`src/rtl/dtc_pkg.sv`:
```
package dtc_pkg;
  localparam int REG_W_DEF     = 32;
  localparam int BUS_W_DEF     = 16;
  localparam int CNT_W_DEF     = 24;
  localparam int BLK_CNT_W_DEF = 16;

  typedef enum logic {
    LAYOUT_NORMAL = 1'b0,
    LAYOUT_BLOCK  = 1'b1
  } layout_e;
endpackage

```
`src/rtl/dtc_count_core.sv`:
```
module dtc_count_core
  import dtc_pkg::*;
#(
  parameter int CNT_W     = CNT_W_DEF,
  parameter int BUS_W     = BUS_W_DEF,
  parameter int BLK_CNT_W = BLK_CNT_W_DEF
) (
  input  logic             clk,
  input  logic             rst_n,
  input  layout_e          layout,
  input  logic             cpu_wr,
  input  logic             cpu_wr_hi,
  input  logic [BUS_W-1:0] cpu_wdata,
  input  logic             xfer_done,
  output logic [CNT_W-1:0] cnt_o,
  output logic             end_o
);
  localparam int HI_W = CNT_W - BUS_W;

  logic [CNT_W-1:0] cnt_q, cnt_d, dec_val, wr_val;
  logic             act_zero, act_one, end_q;

  // Active-field decode depends on layout
  always_comb begin
    if (layout == LAYOUT_BLOCK) begin
      act_zero = (cnt_q[BLK_CNT_W-1:0] == '0);
      act_one  = (cnt_q[BLK_CNT_W-1:0] == BLK_CNT_W'(1));
      dec_val  = {cnt_q[CNT_W-1:BLK_CNT_W], cnt_q[BLK_CNT_W-1:0] - BLK_CNT_W'(1)};
    end else begin
      act_zero = (cnt_q == '0);
      act_one  = (cnt_q == CNT_W'(1));
      dec_val  = cnt_q - CNT_W'(1);
    end
  end

  // Half-word write merge; only the implemented upper bits are taken
  always_comb begin
    if (cpu_wr_hi) wr_val = {cpu_wdata[HI_W-1:0], cnt_q[BUS_W-1:0]};
    else           wr_val = {cnt_q[CNT_W-1:BUS_W], cpu_wdata};
  end

  // CPU write outranks the transfer update
  always_comb begin
    if (cpu_wr)                      cnt_d = wr_val;
    else if (xfer_done && !act_zero) cnt_d = dec_val;
    else                             cnt_d = cnt_q;
  end

  always_ff @(posedge clk) begin
    if (!rst_n) begin
      cnt_q <= '0;
      end_q <= 1'b0;
    end else begin
      cnt_q <= cnt_d;
      end_q <= xfer_done && act_one;
    end
  end

  assign cnt_o = cnt_q;
  assign end_o = end_q;


  zero_hold_chk: assert property (@(posedge clk) disable iff (!rst_n)
    (xfer_done && !cpu_wr && act_zero) |=> ($stable(cnt_q) && !end_q));

  blk_size_stable_chk: assert property (@(posedge clk) disable iff (!rst_n)
    (layout == LAYOUT_BLOCK && !cpu_wr) |=> $stable(cnt_q[CNT_W-1:BLK_CNT_W]));

  end_on_terminal_chk: assert property (@(posedge clk) disable iff (!rst_n)
    (xfer_done && act_one) |=> end_q);

  no_end_on_write_chk: assert property (@(posedge clk) disable iff (!rst_n)
    (cpu_wr && !xfer_done) |=> !end_q);

  lo_kept_on_hi_write_chk: assert property (@(posedge clk) disable iff (!rst_n)
    (cpu_wr && cpu_wr_hi) |=> $stable(cnt_q[BUS_W-1:0]));

  write_wins_chk: assert property (@(posedge clk) disable iff (!rst_n)
    (cpu_wr && !cpu_wr_hi) |=> (cnt_q[BUS_W-1:0] == $past(cpu_wdata)));
endmodule

```
`src/rtl/dtc_read_snap.sv`:
```
module dtc_read_snap #(
  parameter int REG_W = dtc_pkg::REG_W_DEF,
  parameter int BUS_W = dtc_pkg::BUS_W_DEF
) (
  input  logic             clk,
  input  logic             rst_n,
  input  logic [REG_W-1:0] live,
  input  logic             cpu_rd,
  input  logic             cpu_rd_hi,
  input  logic             cpu_rd_long,
  output logic [BUS_W-1:0] cpu_rdata
);
  logic [BUS_W-1:0] snap_q;
  logic             take;

  assign take = cpu_rd && cpu_rd_long && cpu_rd_hi;

  always_ff @(posedge clk) begin
    if (!rst_n)    snap_q <= '0;
    else if (take) snap_q <= live[BUS_W-1:0];
  end

  always_comb begin
    if (!cpu_rd)                  cpu_rdata = '0;
    else if (cpu_rd_hi)           cpu_rdata = live[REG_W-1:BUS_W];
    else if (cpu_rd_long)         cpu_rdata = snap_q;
    else                          cpu_rdata = live[BUS_W-1:0];
  end


  snap_hold_chk: assert property (@(posedge clk) disable iff (!rst_n)
    !take |=> $stable(snap_q));

  snap_capture_chk: assert property (@(posedge clk) disable iff (!rst_n)
    take |=> (snap_q == $past(live[BUS_W-1:0])));
endmodule

```
`src/rtl/dma_tcount_unit.sv`:
```
module dma_tcount_unit
  import dtc_pkg::*;
#(
  parameter int REG_W     = REG_W_DEF,
  parameter int BUS_W     = BUS_W_DEF,
  parameter int CNT_W     = CNT_W_DEF,
  parameter int BLK_CNT_W = BLK_CNT_W_DEF
) (
  input  logic             clk,
  input  logic             rst_n,
  input  logic             mode_blk,
  input  logic             cpu_wr,
  input  logic             cpu_wr_hi,
  input  logic [BUS_W-1:0] cpu_wdata,
  input  logic             cpu_rd,
  input  logic             cpu_rd_hi,
  input  logic             cpu_rd_long,
  output logic [BUS_W-1:0] cpu_rdata,
  input  logic             xfer_done,
  output logic [REG_W-1:0] count_o,
  output logic             xfer_end
);
  localparam int PAD_W = REG_W - CNT_W;

  layout_e          layout;
  logic [CNT_W-1:0] cnt;

  assign layout  = mode_blk ? LAYOUT_BLOCK : LAYOUT_NORMAL;
  assign count_o = {{PAD_W{1'b0}}, cnt};

  dtc_count_core #(
    .CNT_W(CNT_W), .BUS_W(BUS_W), .BLK_CNT_W(BLK_CNT_W)
  ) u_core (
    .clk(clk), .rst_n(rst_n), .layout(layout),
    .cpu_wr(cpu_wr), .cpu_wr_hi(cpu_wr_hi), .cpu_wdata(cpu_wdata),
    .xfer_done(xfer_done), .cnt_o(cnt), .end_o(xfer_end)
  );

  dtc_read_snap #(
    .REG_W(REG_W), .BUS_W(BUS_W)
  ) u_snap (
    .clk(clk), .rst_n(rst_n), .live(count_o),
    .cpu_rd(cpu_rd), .cpu_rd_hi(cpu_rd_hi), .cpu_rd_long(cpu_rd_long),
    .cpu_rdata(cpu_rdata)
  );


  reset_state_chk: assert property (@(posedge clk)
    !rst_n |=> (count_o == '0 && !xfer_end));
endmodule

```
`config.mk`:
```
export PLATFORM = sky130hd
export DESIGN_NAME = dma_tcount_unit
export DESIGN_NICKNAME = d
export VERILOG_FILES = /design/src/rtl/dtc_pkg.sv /design/src/rtl/dtc_count_core.sv /design/src/rtl/dtc_read_snap.sv /design/src/rtl/dma_tcount_unit.sv
export SDC_FILE = /design/constraint.sdc
export NUM_CORES = 1
export LEC_CHECK = 0
export BUFFER_PORTS_ARGS = -buffer_cell sky130_fd_sc_hd__buf_4
export CORE_MARGIN = 3
export CORE_UTILIZATION = 25
export DETAILED_ROUTE_END_ITERATION = 16
export GPL_ROUTABILITY_DRIVEN = 0
export PLACE_DENSITY_LB_ADDON = 0.25
export SYNTH_ARGS = -nofsm -noshare
export SYNTH_HDL_FRONTEND = slang
export SYNTH_SLANG_ARGS = --single-unit
```
`constraint.sdc`:
```
create_clock -name clk -period 5.3 [get_ports clk]
set_clock_uncertainty 0.1 [all_clocks]
set_input_delay 0 -clock clk [delete_from_list [all_inputs] [get_ports clk]]
set_output_delay 0 -clock clk [all_outputs]
set_load 0.01 [all_outputs]
```
==> flow_summary.yaml <==
critical_path:
  crit_buf_inv: 2
  critPathMaxFanout: 8
  crit_arrival_ns: 3.12
  worstRegToRegCells: 8
  startpoint_type: "flip-flop"
  cp.depth: 8
  slowest_delay_ns: 0.56
  worst_ep_required_time_ns: 5.39
  startpoint: "u_core.cnt_o[1]"
  crit_family: "simple AND/OR/NAND/NOR gates"
  r2r-start: "u_core.cnt_o[1]"
  slowest_stage: "dlygate4sd3_1"
  crit_chain: "inv_1, ha_1, or3b_2, nor4_4, a211oi_1, o21ai_0, nand3_1, dlygate4sd3_1"
  crit_type: "flip-flop to flip-flop"
  cp-end-kind: "flip-flop"
placed_design:
  port_buffers: 65
  dp_hpwl_mm: 7.219
  pre_cts_ws_ns: 2.606
  place_area_um2: 3202
detailed_routing:
  vias: 2961
  met1_length_mm: 4.216
  drc_errors: 0
  wl_met3_um: 761
  drt_iter0_markers: 337
  first_pass_iters: 5
  routed_wirelength_mm: 9.639
  postRouteAntennaNets: 0
  routed_via_density: 5.316
  dr.max_layer_used: "met4"
  wl_met2_mm: 4.458
  routedWlPerCell_um: 17.31
worst_hold_path:
  min-delay-start: "cpu_wdata[10]"
  min_path_cells: 4
  hold_path_class: "primary input to flip-flop"
sta:
  fmax_ghz: 0.3304
  rsz0062_at_grt: "false"
  finalSetupViolCount: 0
  slew_viol_final: 0
  hold_viol: 0
  slew-limit-headroom_pct: 47.38
  fin_crit_sh_pct: 57.11
  worst_pin_slew_ns: 0.7864
  fin_tns_setup_ns: 0
  final.min_clock_period_ns: 3.027
  setup_ws_ns: 2.273
synth:
  syn_area_per_cell_um2: 7.504
  synth.top_cell.area_share_pct: 30.64
  synth_cells: 357
  ys_warn_count: 0
  ys_types: 53
  synth_edf_count: 0
  ys.flop_type: "dfxtp_1"
  synth-seq-cells: 41
  syn_area_um2: 2679
  yosysTopAreaCell: "dfxtp_1"
  synthArstFlopShare_pct: 0
  synth_area_leaders: "dfxtp_1, nand2_1, mux2i_1"
  seq_area_frac_synth_pct: 30.64
layout:
  final_nets: 448
  area_growth_pct: 29.47
  final-seq-area_um2: 820.8
  multi_input_area_um2: 1693
  fin_area_um2: 3468
  drive_gt1_share_pct: 19.71
  diodes: 0
  fillers: 1135
clock_network:
  clockBufferDepth: 2
  root_buffer: "clkbuf_8"
  h-tree-depth: 2
  post_cts_resized: 0
  cts.clk_slew.worst_paths_ns: 0.08
  clock_sinks: 41
  postCtsSetupBuffers: 0
  numCtsBuffers: 5
  clk-insertion-delay-late_ns: 0.30
  cts_hold_buf: 18
  cts_tree: "built"
global_route:
  grt_first_pass_wirelength_mm: 14.95
  grt_pass1_vias: 2690
  grt_overflow: 0
  grt_antenna_before_repair: 0
  grt_max_degree: 25
  globalRouteTotalUtil_pct: 16.05
power:
  p_total_uw: 946.9
  powerDensity_nw_per_um2: 273.0
  ir_drop_uv: 99.58
  p_leak_uw: 0.001365
floorplan:
  io_pins: 74
  die_w_um: 109.5
  rows: 37
  design.die.area_um2: 11990
  core_um2: 10370
  die_h_um: 109.5
  initial_core_util_pct: 25.83
job:
  cap_violations: 0
outcome:
  status: "finished, final reports clean"
==> metrics by stage <==
stage	std cells	hold WS (ns)	util, %
after detailed placement	532	0.1505	30.88
after floorplan	364	0.03277	-
final	557	0.01716	33.45
after CTS	557	0.02184	33.45
after global placement	532	0.1529	30.88
after global routing	557	0.02872	33.45
==> flip-flops by register name (all words and copies together), names as in the netlist <==
register,count
u_core.cnt_o,24
u_snap.snap_q,16
u_core.end_o,1
==> cells in the mapped netlist (3+ instances only) <==
| cell type | instances |
|---|---|
| nand2_1 | 62 |
| dfxtp_1 | 41 |
| a21oi_1 | 26 |
| nor2_1 | 25 |
| clkbuf_1 | 23 |
| mux2i_1 | 16 |
| o21ai_0 | 16 |
| nand3_1 | 15 |
| nor4_1 | 11 |
| a32o_1 | 10 |
| and2_1 | 9 |
| nor3_1 | 9 |
| buf_4 | 8 |
| nand4_1 | 7 |
| o31ai_1 | 7 |
| a211oi_1 | 6 |
| or4_1 | 6 |
| o21ai_1 | 5 |
| inv_1 | 4 |
| o311ai_0 | 4 |
| nand2b_1 | 3 |
| o41ai_1 | 3 |
==> layout make-up <==
type                            count  share of cell area (%)
Inverter                            4                  0.4329
Sequential cell                    41                   23.67
Multi-Input combinational cell    284                   48.81
Tap cell                          136                   4.906
Clock buffer                        7                   2.489
Timing Repair Buffer               85                   19.70
==> worst register-to-register path: stages, from the launching register on <==
cell	delay, ns
dfxtp_1	0.37
inv_1	0.12
ha_1	0.21
or3b_2	0.55
nor4_4	0.49
a211oi_1	0.26
o21ai_0	0.16
nand3_1	0.10
dlygate4sd3_1	0.56
==> cells in the final DEF (no fill, tap or decap), types with 3 or more instances in the layout <==
master,netlist,routed
a211oi_1,6,6
o41ai_1,3,3
nor2_1,25,25
clkbuf_8,0,6
inv_1,4,4
dlygate4sd3_1,0,18
and2_1,9,9
buf_4,8,67
o31ai_1,7,7
o21ai_0,16,16
or4_1,6,6
o21ai_1,5,5
nand4_1,7,7
conb_1,1,8
a21oi_1,26,26
nand2b_1,3,3
dfxtp_1,41,41
nand3_1,15,15
nand2_1,62,62
mux2i_1,16,16
nor3_1,9,9
o311ai_0,4,4
a32o_1,10,10
nor4_1,11,11
==> path summary, 6_finish.rpt <==
kind                      endpoint  slack, ns
setup / recovery  u_core.cnt_o[20]       2.27
hold / removal    u_core.cnt_o[10]       0.02
setup reg to reg  u_core.cnt_o[20]       2.27
hold reg to reg   u_snap.snap_q[5]       0.36
==> cell families after synthesis <==
group | count (synthesis) | synth area share (%)
buffers and inverters | 39 | 7.146
AO/OA/AOI/OAI | 96 | 24.89
flip-flops | 41 | 30.64
AND/OR/NAND/NOR | 161 | 29.94
multiplexers | 16 | 5.978
adder cells (fa/ha/maj) | 2 | 0.9340
other | 1 | 0.1400
XOR/XNOR | 1 | 0.3270
==> power by group <==
group	switching [uW]	internal [uW]	leakage (uW)
clock network	108	103	0.0000443
registers	47.9	330	0.000334
logic	218	140	0.000987
total	373	574	0.00137
==> routing by layer <==
| layer | up-vias | global-route usage [%] |
|---|---|---|
| li1 | 1431 | - |
| met1 | 1382 | 22.50 |
| met2 | 131 | 24.98 |
| met3 | 17 | 2.819 |
| met4 | 0 | 5.076 |
| met5 | - | 0 |
Note: power is estimated with default switching activity, not from simulation.
